File: src/rtl/pp_pkg.sv
// Package: shared types for the push/pop expander.
// Assumes: variant codes equal instruction bits [10:9].
package pp_pkg;
    typedef enum logic [1:0] {
        VAR_PUSH    = 2'd0,
        VAR_POP     = 2'd1,
        VAR_POPRETZ = 2'd2,
        VAR_POPRET  = 2'd3
    } variant_e;

    typedef enum logic [2:0] {
        ST_IDLE = 3'd0,
        ST_MEM  = 3'd1,
        ST_SPW  = 3'd2,
        ST_ZERO = 3'd3,
        ST_RET  = 3'd4,
        ST_DONE = 3'd5
    } state_e;

    localparam int REG_W     = 5;
    localparam int STEP_W    = 4;
    localparam int MAX_REGS  = 13;
    localparam logic [4:0] OP_HIGH = 5'b10111;
    localparam logic [1:0] OP_QUAD = 2'b10;
endpackage

File: src/rtl/pp_decode.sv
// Module: pp_decode
// Checks the opcode fields and the register-list code, and computes the
// register count, the slot size and the rounded stack adjustment magnitude.
// Assumes: ALIGN is a power of two; ADJ_W holds the largest frame.
module pp_decode
    import pp_pkg::*;
#(
    parameter int ALIGN_LG = 4,
    parameter int ADJ_W    = 12
) (
    input  logic [15:0]       instr_i,
    input  logic              xlen64_i,
    output logic              legal_o,
    output variant_e          variant_o,
    output logic [STEP_W-1:0] count_o,
    output logic [ADJ_W-1:0]  slot_o,
    output logic [ADJ_W-1:0]  adj_o
);
    localparam int ALIGN = 1 << ALIGN_LG;

    logic [3:0]       rlist;
    logic [1:0]       spimm;
    logic             op_ok;
    logic             list_ok;
    logic [ADJ_W-1:0] raw_bytes;
    logic [ADJ_W-1:0] rounded;

    // Field split and legality of the opcode and the register-list code.
    always_comb begin
        rlist   = instr_i[7:4];
        spimm   = instr_i[3:2];
        op_ok   = (instr_i[1:0] == OP_QUAD) && (instr_i[15:11] == OP_HIGH)
                  && !instr_i[8];
        list_ok = (rlist >= 4'd4);
        legal_o = op_ok && list_ok;
        variant_o = variant_e'(instr_i[10:9]);
    end

    // Register count: the last code adds two registers at once.
    always_comb begin
        if (rlist == 4'hF)
            count_o = STEP_W'(MAX_REGS);
        else
            count_o = rlist - 4'd3;
    end

    // Frame size: count times slot bytes, aligned up, plus the extra immediate.
    always_comb begin
        slot_o    = xlen64_i ? ADJ_W'(8) : ADJ_W'(4);
        raw_bytes = ADJ_W'(count_o) * slot_o;
        rounded   = ((raw_bytes + ADJ_W'(ALIGN - 1)) >> ALIGN_LG) << ALIGN_LG;
        adj_o     = rounded + (ADJ_W'(spimm) << ALIGN_LG);
    end
endmodule

File: src/rtl/pp_regmap.sv
// Module: pp_regmap
// Maps a step number to the register index: x1, then x8, x9, then a
// contiguous run starting at HIGH_BASE. Steps past the list give 0.
// Assumes: step values come from pp_seq and stay below the list length.
module pp_regmap
    import pp_pkg::*;
#(
    parameter int FIRST_S   = 8,
    parameter int HIGH_BASE = 18
) (
    input  logic [STEP_W-1:0] step_i,
    output logic [REG_W-1:0]  reg_o
);
    localparam int DEPTH = 1 << STEP_W;

    logic [REG_W-1:0] lut [DEPTH];

    // One table entry per step position, built at elaboration.
    for (genvar g = 0; g < DEPTH; g++) begin : g_map
        if (g == 0) begin : g_ra
            assign lut[g] = REG_W'(1);
        end else if (g < 3) begin : g_low
            assign lut[g] = REG_W'(FIRST_S + g - 1);
        end else if (g < MAX_REGS) begin : g_high
            assign lut[g] = REG_W'(HIGH_BASE + g - 3);
        end else begin : g_none
            assign lut[g] = '0;
        end
    end

    assign reg_o = lut[step_i];
endmodule

File: src/rtl/pp_seq.sv
// Module: pp_seq
// Step sequencer: latches the decoded instruction, runs the load/store
// steps with a valid/ready handshake, then the stack update and the tail actions.
// Assumes: decode inputs are valid whenever start_i is high.
module pp_seq
    import pp_pkg::*;
#(
    parameter int ADJ_W = 12
) (
    input  logic              clk,
    input  logic              rst_n,
    input  logic              start_i,
    input  logic              legal_i,
    input  variant_e          variant_i,
    input  logic [STEP_W-1:0] count_i,
    input  logic [ADJ_W-1:0]  slot_i,
    input  logic [ADJ_W-1:0]  adj_i,
    input  logic              mem_ready_i,
    output logic              busy_o,
    output logic              illegal_o,
    output logic              mem_valid_o,
    output logic              mem_store_o,
    output logic [STEP_W-1:0] step_o,
    output logic [ADJ_W-1:0]  mem_off_o,
    output logic              sp_we_o,
    output logic [ADJ_W-1:0]  sp_adj_o,
    output logic              a0_zero_o,
    output logic              ret_req_o,
    output logic              done_o
);
    state_e            st_q;
    variant_e          var_q;
    logic [STEP_W-1:0] cnt_q;
    logic [STEP_W-1:0] step_q;
    logic [ADJ_W-1:0]  slot_q;
    logic [ADJ_W-1:0]  adj_q;
    logic [ADJ_W-1:0]  off_q;
    logic              illegal_q;
    logic              last_step;
    logic              is_push;

    // Final transfer detection and variant flag.
    always_comb begin
        last_step = (step_q == cnt_q - STEP_W'(1));
        is_push   = (var_q == VAR_PUSH);
    end

    // State, step counter and running offset.
    always_ff @(posedge clk) begin
        if (!rst_n) begin
            st_q      <= ST_IDLE;
            var_q     <= VAR_PUSH;
            cnt_q     <= '0;
            step_q    <= '0;
            slot_q    <= '0;
            adj_q     <= '0;
            off_q     <= '0;
            illegal_q <= 1'b0;
        end else begin
            illegal_q <= 1'b0;
            case (st_q)
                ST_IDLE: begin
                    if (start_i) begin
                        if (legal_i) begin
                            st_q   <= ST_MEM;
                            var_q  <= variant_i;
                            cnt_q  <= count_i;
                            step_q <= '0;
                            slot_q <= slot_i;
                            adj_q  <= adj_i;
                            if (variant_i == VAR_PUSH)
                                off_q <= '0 - slot_i;
                            else
                                off_q <= adj_i - slot_i;
                        end else begin
                            illegal_q <= 1'b1;
                        end
                    end
                end
                ST_MEM: begin
                    if (mem_ready_i) begin
                        if (last_step) begin
                            st_q <= ST_SPW;
                        end else begin
                            step_q <= step_q + STEP_W'(1);
                            off_q  <= off_q - slot_q;
                        end
                    end
                end
                ST_SPW: begin
                    if (var_q == VAR_POPRETZ)
                        st_q <= ST_ZERO;
                    else if (var_q == VAR_POPRET)
                        st_q <= ST_RET;
                    else
                        st_q <= ST_DONE;
                end
                ST_ZERO: st_q <= ST_RET;
                ST_RET:  st_q <= ST_DONE;
                ST_DONE: st_q <= ST_IDLE;
                default: st_q <= ST_IDLE;
            endcase
        end
    end

    // Moore outputs decoded from the state.
    always_comb begin
        busy_o      = (st_q != ST_IDLE);
        illegal_o   = illegal_q;
        mem_valid_o = (st_q == ST_MEM);
        mem_store_o = mem_valid_o && is_push;
        step_o      = step_q;
        mem_off_o   = off_q;
        sp_we_o     = (st_q == ST_SPW);
        sp_adj_o    = is_push ? ('0 - adj_q) : adj_q;
        a0_zero_o   = (st_q == ST_ZERO);
        ret_req_o   = (st_q == ST_RET);
        done_o      = (st_q == ST_DONE);
    end
endmodule

File: src/rtl/pp_expander.sv
// Module: pp_expander (top)
// Expands a compressed stack push/pop instruction into single-register
// load/store steps, one stack pointer update and the return tail actions.
// Assumes: the core holds off other work while busy_o is high.
module pp_expander
    import pp_pkg::*;
#(
    parameter int ALIGN_LG = 4,
    parameter int ADJ_W    = 12
) (
    input  logic             clk,
    input  logic             rst_n,
    input  logic             start_i,
    input  logic [15:0]      instr_i,
    input  logic             xlen64_i,
    input  logic             mem_ready_i,
    output logic             busy_o,
    output logic             illegal_o,
    output logic             mem_valid_o,
    output logic             mem_store_o,
    output logic [4:0]       mem_reg_o,
    output logic [ADJ_W-1:0] mem_off_o,
    output logic             sp_we_o,
    output logic [ADJ_W-1:0] sp_adj_o,
    output logic             a0_zero_o,
    output logic             ret_req_o,
    output logic             done_o
);
    logic              dec_legal;
    variant_e          dec_var;
    logic [STEP_W-1:0] dec_count;
    logic [ADJ_W-1:0]  dec_slot;
    logic [ADJ_W-1:0]  dec_adj;
    logic [STEP_W-1:0] step;

    pp_decode #(.ALIGN_LG(ALIGN_LG), .ADJ_W(ADJ_W)) u_decode (
        .instr_i  (instr_i),
        .xlen64_i (xlen64_i),
        .legal_o  (dec_legal),
        .variant_o(dec_var),
        .count_o  (dec_count),
        .slot_o   (dec_slot),
        .adj_o    (dec_adj)
    );

    pp_seq #(.ADJ_W(ADJ_W)) u_seq (
        .clk        (clk),
        .rst_n      (rst_n),
        .start_i    (start_i),
        .legal_i    (dec_legal),
        .variant_i  (dec_var),
        .count_i    (dec_count),
        .slot_i     (dec_slot),
        .adj_i      (dec_adj),
        .mem_ready_i(mem_ready_i),
        .busy_o     (busy_o),
        .illegal_o  (illegal_o),
        .mem_valid_o(mem_valid_o),
        .mem_store_o(mem_store_o),
        .step_o     (step),
        .mem_off_o  (mem_off_o),
        .sp_we_o    (sp_we_o),
        .sp_adj_o   (sp_adj_o),
        .a0_zero_o  (a0_zero_o),
        .ret_req_o  (ret_req_o),
        .done_o     (done_o)
    );

    pp_regmap u_regmap (
        .step_i(step),
        .reg_o (mem_reg_o)
    );
endmodule

File: config.mk
export PLATFORM = sky130hd
export DESIGN_NAME = pp_expander
export DESIGN_NICKNAME = d
export VERILOG_FILES = /design/src/rtl/pp_pkg.sv /design/src/rtl/pp_decode.sv /design/src/rtl/pp_regmap.sv /design/src/rtl/pp_seq.sv /design/src/rtl/pp_expander.sv
export SDC_FILE = /design/constraint.sdc
export NUM_CORES = 1
export LEC_CHECK = 0
export BUFFER_PORTS_ARGS = -buffer_cell sky130_fd_sc_hd__clkbuf_2
export CAP_MARGIN = 20
export CORE_UTILIZATION = 45
export CTS_BUF_LIST = sky130_fd_sc_hd__clkbuf_2
export DETAILED_ROUTE_END_ITERATION = 10
export HOLD_SLACK_MARGIN = 0.02
export PLACE_DENSITY_LB_ADDON = 0.2
export REMOVE_ABC_BUFFERS = 1
export SKIP_CTS_REPAIR_TIMING = 1
export SYNTH_ARGS = -nofsm -noshare
export SYNTH_HDL_FRONTEND = slang
export SYNTH_SLANG_ARGS = --single-unit
File: constraint.sdc
create_clock -name clk -period 6.1 [get_ports clk]
set_clock_uncertainty 0.15 [all_clocks]
set_input_delay 1.22 -clock clk [delete_from_list [all_inputs] [get_ports clk]]
set_output_delay 1.22 -clock clk [all_outputs]
set_load 0.1 [all_outputs]
== Word-level counts from Yosys, hierarchy flattened ==
Memory sizes are Yosys's and may differ from the RTL's.
Index checks and enable logic that the tools add are counted.

* Register bits after elaboration: 50
* Memory bits (read-only): 80
* Bits of input ports: 21
* Output and inout port bits: 37
* Logic and storage cells: 76
* Memories: 1

* Add/sub/neg operators: 9
* Multiply operators: 1
* Magnitude comparators: 2
* Equality and inequality tests: 16
* Muxes and demuxes: 24
* Bitwise logic cells: 1
* Reductions and logical operators: 14

{| class="wikitable"
|+ Memories
! memory !! depth !! bits a word !! read ports !! clocked after Yosys merged registers in !! wr ports !! line !! source
|-
| (name not given) || 16 || 5 || 1 || 0 || 0 || pp_regmap.sv:31 || <nowiki>assign reg_o = lut[step_i];</nowiki>
|}

{| class="wikitable"
|+ Operators with widths
! operator !! count
|-
| 12-bit 2-to-1 mux || 6
|-
| 4-bit 2-to-1 mux || 6
|-
| 12-bit one-hot mux with 2 select lines || 1
|-
| 3-bit 2-to-1 mux || 5
|-
| 3-bit one-hot mux with 5 select lines || 1
|-
| 12-bit by 4-bit adder with 12-bit output, second input constant || 1
|-
| 12-bit by 6-bit adder with 12-bit output || 1
|-
| 4-bit by 12-bit multiplier with 12-bit output || 1
|-
| 1-bit by 12-bit subtractor with 12-bit output, first input constant || 1
|-
| 12-bit subtractor || 1
|-
| 12-bit by 4-bit subtractor with 12-bit output || 1
|-
| 5-bit 2-to-1 mux || 2
|-
| 2-bit != test, second input constant || 4
|-
| 4-bit one-hot mux with 2 select lines || 1
|-
| 2-bit equality test, second input constant || 3
|-
| 3-bit by 2-bit equality test with 1-bit output, second input constant || 2
|-
| 3-bit equality test, second input constant || 2
|-
| 3-bit AND reduction || 2
|-
| 5-bit equality test, second input constant || 1
|-
| 5-bit greater-or-equal comparator, second input constant || 1
|-
| 4-bit inverter with 5-bit output || 1
|-
| 5-bit AND reduction || 1
|-
| 1-bit by 4-bit subtractor with 5-bit output, first input constant || 1
|-
| 4-bit by 1-bit adder with 4-bit output, second input constant || 1
|-
| other kinds (15) || 20
|}

== Depth between registers and ports, before layout ==
* Depth in word-level cells: 10
* Gate-level depth with buffers: 17
* Mapped depth without buffers: 16

== Modules after synthesis ==
Synthesis repeated with hierarchy kept, for this count alone.

* Cells, all modules: 542
* Area total of the unflattened synthesis: 4092.7 um^2

{| class="wikitable"
|+ Modules (own cells, without submodules)
! module !! times used !! cells each !! area an instance (um^2) !! sequential area each (um^2)
|-
| pp_seq || 1 || 457 || 3447.1 || 1001.0
|-
| pp_decode || 1 || 62 || 486.7 || 0.0
|-
| pp_regmap || 1 || 23 || 158.9 || 0.0
|}

== Worst setup path before layout ==
OpenSTA, ideal clock, no wires.

* Path kind: input to register
* Start point: input port instr_i[4]
* End point: register u_seq.off_q[8], in the netlist u_seq.mem_off_o[8]
* Setup time: 133 ps
* Data arrival time: 4515 ps
* Data required time: 5817 ps
* Slack: 1302 ps
* Stages on the path: 16
* Path buffers: 0
* Cells stage by stage: ha_1 > xnor2_1 > nor2b_1 > ha_1 > ha_1 > fa_1 > xor2_1 > inv_1 > fa_1 > and3b_1 > nand4_1 > a21oi_1 > a41oi_1 > o211a_1 > nor3_1 > a31oi_1

* Cells in the longest elaborated chain, start to end: 10
* Elaborated cells on any way between the ends: 15
* Those cells by class: 4 x add/sub; 1 x mul; 1 x order compare; 2 x eq/ne; 5 x mux; 2 x reduce/logical

{| class="wikitable"
|+ Ends and longest elaborated chain
! what !! line !! source
|-
| start: declaration || pp_expander.sv:14 || <nowiki>input logic [15:0] instr_i,</nowiki>
|-
| 4-bit by 2-bit subtractor with 4-bit output / 4-bit equality test (equally long branches) || pp_decode.sv:44, pp_decode.sv:41 ||
|-
| 4-bit 2-to-1 mux || pp_decode.sv:41 || <nowiki>if (rlist == 4'hF)</nowiki>
|-
| 4-bit by 12-bit multiplier with 12-bit output || pp_decode.sv:50 || <nowiki>raw_bytes = ADJ_W'(count_o) * slot_o;</nowiki>
|-
| 12-bit by 4-bit adder with 12-bit output || pp_decode.sv:51 || <nowiki>rounded = ((raw_bytes + ADJ_W'(ALIGN - 1)) >> ALIGN_LG) << ALIGN_LG;</nowiki>
|-
| 12-bit by 6-bit adder with 12-bit output || pp_decode.sv:52 || <nowiki>adj_o = rounded + (ADJ_W'(spimm) << ALIGN_LG);</nowiki>
|-
| 12-bit by 4-bit subtractor with 12-bit output || pp_seq.sv:74 || <nowiki>off_q <= adj_i - slot_i;</nowiki>
|-
| 12-bit 2-to-1 mux || pp_seq.sv:71 || <nowiki>if (variant_i == VAR_PUSH)</nowiki>
|-
| 12-bit 2-to-1 mux || pp_seq.sv:64 || <nowiki>if (legal_i) begin</nowiki>
|-
| 12-bit 2-to-1 mux || pp_seq.sv:63 || <nowiki>if (start_i) begin</nowiki>
|-
| 12-bit one-hot mux with 2 select lines || pp_seq.sv:61 || <nowiki>case (st_q)</nowiki>
|-
| end signal: assignment || pp_seq.sv:72 || <nowiki>off_q <= '0 - slot_i;</nowiki>
|-
| end signal: assignment || pp_seq.sv:74 ||
|-
| end signal: assignment || pp_seq.sv:86 || <nowiki>off_q <= off_q - slot_q;</nowiki>
|-
| end: declaration || pp_seq.sv:37 || <nowiki>logic [ADJ_W-1:0] off_q;</nowiki>
|}

Several ways; a longest one is shown, not always the timed one. The select of a mux whose other input is x is not followed.
A chain may end at the register's enable or synchronous reset.

== Final worst setup path ==
Same ends and word-level chain as after synthesis.

==> out/results.md <==
- average detailed-routed wire length per instance: 13.67 um
- relative contribution of sequential cells to total power: 42.6%
- Horiz. Die Dim: 79.32 um
- non-filler instance count after layout: 470
- Clk network pwr share: 19.7%
- number of instances in the placed design: 463
- Post-synth EDFFs: 0
- Finish-stage setup viols: 0
- CP max stage delay: 0.60 ns
- number of buffers created by CTS: 5
- element type at the critical path end: flop
- I/O Buffers: 51
- hold depth: 2
- sequential share of the synthesized area: 23.81%
- layout-stage area growth over the synthesis result: 10.14%
- critical path buffer and inverter count: 2
- peak fanout along the critical path: 6
- data arrival time at the worst-slack endpoint: 5.04 ns
- max_slew headroom: 41.65%
- maxcap violations: 0
- wire length of the first global-routing pass: 11210 um
- cell internal power dissipation: 299.6 uW
- CTS tree: done
- M1 wire length: 3166 um
- Min Hold Slack: 0.3294 ns
- clock latency of the later-clocked register in the worst-skew pair: 0.37 ns
- wire length on met2: 2814 um
- final net count: 437
- number of global-route vias before repair: 2355
- unrepaired setup endpoints after global routing: no
- initial DRC count: 173
- Post-Synthesis Mean Instance Area: 7.535 um^2
- Worst Path Class, Setup: input pin to flop
- capture instance of the worst register-to-register path: u_seq.mem_off_o[10]$_SDFFE_PN0P_
- Yosys warning total: 0
- highest metal layer with signal wires: met4
- Net Sw Power: 193.7 uW
- CP Capture Point: u_seq.mem_off_o[8]$_SDFFE_PN0P_
- routed length on met3: 385 um
- area of the mapped netlist: 0.002690 mm^2
- final weighted congestion in routability-driven placement: 0.8573
- Max Clock Freq: 0.2025 GHz
- CP cell instances: clkbuf_2 -> ha_1 -> xnor2_1 -> nor2b_1 -> ha_1 -> ha_1 -> fa_1 -> xor2_1 -> inv_1 -> fa_1 -> nor2b_1 -> nor4_1 -> nor3_1 -> nor3_1 -> nor3_1 -> a31oi_1
- post-route fraction of the period consumed by the critical path: 80.97%
- Detailed Route WL: 6425 um
- minimum clock period after layout: 4.939 ns
- result of the run: finished, final reports clean
- routed vias/inst: 5.606
- Detail Placement HPWL: 4890 um
- distinct cell type count after synthesis: 62
- WP depth: 16
- Std-Cell Rows: 27
- post-layout instance area: 0.002963 mm^2
- gr usage total: 22.56%
- DRC violation count after routing: 0
- Core Box Area: 0.005642 mm^2
- Req. time, crit path: 6.20 ns
- proportion of layout cells with a drive suffix above 1: 19.85%
- setup TNS: 0 ns
- layout filler cell count: 579
- Hold Crit Class: flop to flop
- total count of max-transition violations in the final report: 0
- Total Die Area: 0.006291 mm^2
- initial antenna violation count: 0
- buffer levels on the longest clock path: 2
- clock transition at the registers of the reported paths: 0.17 ns
- maximum number of pins on one net before global-route repair: 22
- Max IR drop VDD: 0.1270 mV
- cell count of the worst reg-to-reg path: 7
- number of H-tree levels: 2
- first-pass detailed-route iteration total: 4
- number of failing hold endpoints at the final stage: 0
- number of clock sinks: 32
- post-detailed-route count of antenna-violating nets: 0
- transition time of the tightest slew-check pin: 0.8695 ns
- share of total power consumed by net switching: 39.28%
- die boundary height: 79.32 um
- number of instances in the synthesized netlist: 357
- share of synthesized registers carrying an async set or reset: 0%
- register bit total from synthesis: 32
- reg-to-reg critical path startpoint: u_seq.st_q[0]$_SDFFE_PN0P_
- post-synth top area share: 23.81%
- leading cell types by count after synthesis: sky130_fd_sc_hd__nand2_1, sky130_fd_sc_hd__nor2_1, sky130_fd_sc_hd__a21oi_1
- combinational group share of total power: 37.7%
- Largest delay share family, worst path: adder cells
- dpl cell area: 0.002930 mm^2
- root cell of the clock tree: sky130_fd_sc_hd__clkbuf_2
- Static Leak: 1.228 nW
- ys flop type: sky130_fd_sc_hd__dfxtp_1
- cell at the slowest stage of the critical path: sky130_fd_sc_hd__fa_1
- Power, Total: 493.3 uW
- I/O pin count: 58
- origin of the worst setup path: instr_i[4]
- top cells by area in the synthesized netlist: sky130_fd_sc_hd__dfxtp_1, sky130_fd_sc_hd__ha_1, sky130_fd_sc_hd__a21oi_1
- reg-to-reg setup timing slack: 2.87 ns
- most common cell in the synthesized netlist: sky130_fd_sc_hd__nand2_1
- via count: 2635
- antenna diode count: 0
- PwrDens: 166.5 mW/mm^2
- crit start category: input pin
- largest area contributor in the netlist: sky130_fd_sc_hd__dfxtp_1
- total gr overflow: 0
- starting utilization of the core area: 47.68%
==> worst min-delay path by stage <==
stage	from	end	slack (ns)
after floorplan	u_seq.slot_q[3]$_SDFFE_PN0P_	u_seq.slot_q[3]$_SDFFE_PN0P_	0.29
after global placement	u_seq.slot_q[3]$_SDFFE_PN0P_	u_seq.slot_q[3]$_SDFFE_PN0P_	0.30
after CTS	u_seq.slot_q[3]$_SDFFE_PN0P_	u_seq.slot_q[3]$_SDFFE_PN0P_	0.34
final	u_seq.cnt_q[1]$_SDFFE_PN0P_	u_seq.cnt_q[1]$_SDFFE_PN0P_	0.33
after global routing	u_seq.cnt_q[2]$_SDFFE_PN0P_	u_seq.cnt_q[2]$_SDFFE_PN0P_	0.36
after detailed placement	u_seq.slot_q[3]$_SDFFE_PN0P_	u_seq.slot_q[3]$_SDFFE_PN0P_	0.31
==> stage by stage <==
| step | setup slack [ns] | utilization [%] |
|---|---|---|
| global route | 0.8990 | 52.52 |
| finish | 1.161 | 52.52 |
| global placement | 0.9402 | 51.94 |
| CTS | 1.209 | 52.52 |
| floorplan | 1.294 | - |
| detailed placement | 0.7989 | 51.94 |
==> area by class of cell <==
type	count	area (um^2)	area share (%)
multi-input cells	284	1854	62.58
clock buffers	5	25.02	0.8446
flip-flops and latches	32	640.6	21.62
repair buffers	51	255.2	8.615
clock inverters	2	7.507	0.2534
well taps	72	90.09	3.041
inverters	24	90.09	3.041
==> registers in the layout (all words and copies together) (netlist names) <==
| register | flops |
|---|---|
| u_seq.adj_q | 6 |
| u_seq.cnt_q | 4 |
| u_seq.illegal_o | 1 |
| u_seq.mem_off_o | 10 |
| u_seq.slot_q | 2 |
| u_seq.st_q | 3 |
| u_seq.step_o | 4 |
| u_seq.var_q | 2 |
==> logic make-up after synthesis <==
| group | count (synthesis) | share of synthesized area (%) |
|---|---|---|
| other | 1 | 0.1394 |
| muxes | 7 | 3.116 |
| xor gates and xnor gates | 18 | 6.418 |
| DFF | 32 | 23.81 |
| adders and majority gates | 18 | 9.209 |
| and+or+nand+nor | 144 | 25.95 |
| buffers and inverters | 47 | 8.093 |
| AOI/OAI and AO/OA | 90 | 23.26 |
==> worst min-delay path: stages (launching register included) <==
cell and delay [ns]:
sky130_fd_sc_hd__dfxtp_1 0.35, sky130_fd_sc_hd__nand2_1 0.05, sky130_fd_sc_hd__a21oi_1 0.05
==> power by group through the flow <==
stage / Clock [mW] / Sequential (mW) / Combinational [mW]
6_report: 0.0972 / 0.210 / 0.186
5_1_grt: 0.110 / 0.211 / 0.202
4_1_cts: 0.0987 / 0.210 / 0.182
3_5_place_dp: 0 / 0.215 / 0.182
3_3_place_gp: 0 / 0.215 / 0.180
2_1_floorplan: 0 / 0.218 / 0.139
==> layout by cell type (no fill, tap or decap), types with 4 or more instances in the layout <==
cell type | synthesis | final
sky130_fd_sc_hd__a21oi_1 | 35 | 35
sky130_fd_sc_hd__clkbuf_2 | 0 | 56
sky130_fd_sc_hd__nor2_1 | 38 | 38
sky130_fd_sc_hd__inv_1 | 24 | 24
sky130_fd_sc_hd__dfxtp_1 | 32 | 32
sky130_fd_sc_hd__a31oi_1 | 6 | 6
sky130_fd_sc_hd__a211oi_1 | 5 | 5
sky130_fd_sc_hd__nand3_1 | 15 | 15
sky130_fd_sc_hd__nor2b_1 | 5 | 5
sky130_fd_sc_hd__or3_1 | 4 | 4
sky130_fd_sc_hd__o21ai_0 | 9 | 9
sky130_fd_sc_hd__xor2_1 | 5 | 5
sky130_fd_sc_hd__ha_1 | 15 | 15
sky130_fd_sc_hd__xnor2_1 | 11 | 11
sky130_fd_sc_hd__nand2_1 | 41 | 41
sky130_fd_sc_hd__o211ai_1 | 4 | 4
sky130_fd_sc_hd__conb_1 | 1 | 7
sky130_fd_sc_hd__nor3_1 | 13 | 13
==> per-layer routing <==
layer  vias up  track usage (%)
met5         -                0
met4         0            6.364
met3         7            4.023
met2        88            33.53
met1      1212            32.94
li1       1328                -
Note: power is estimated with default switching activity, not from simulation.
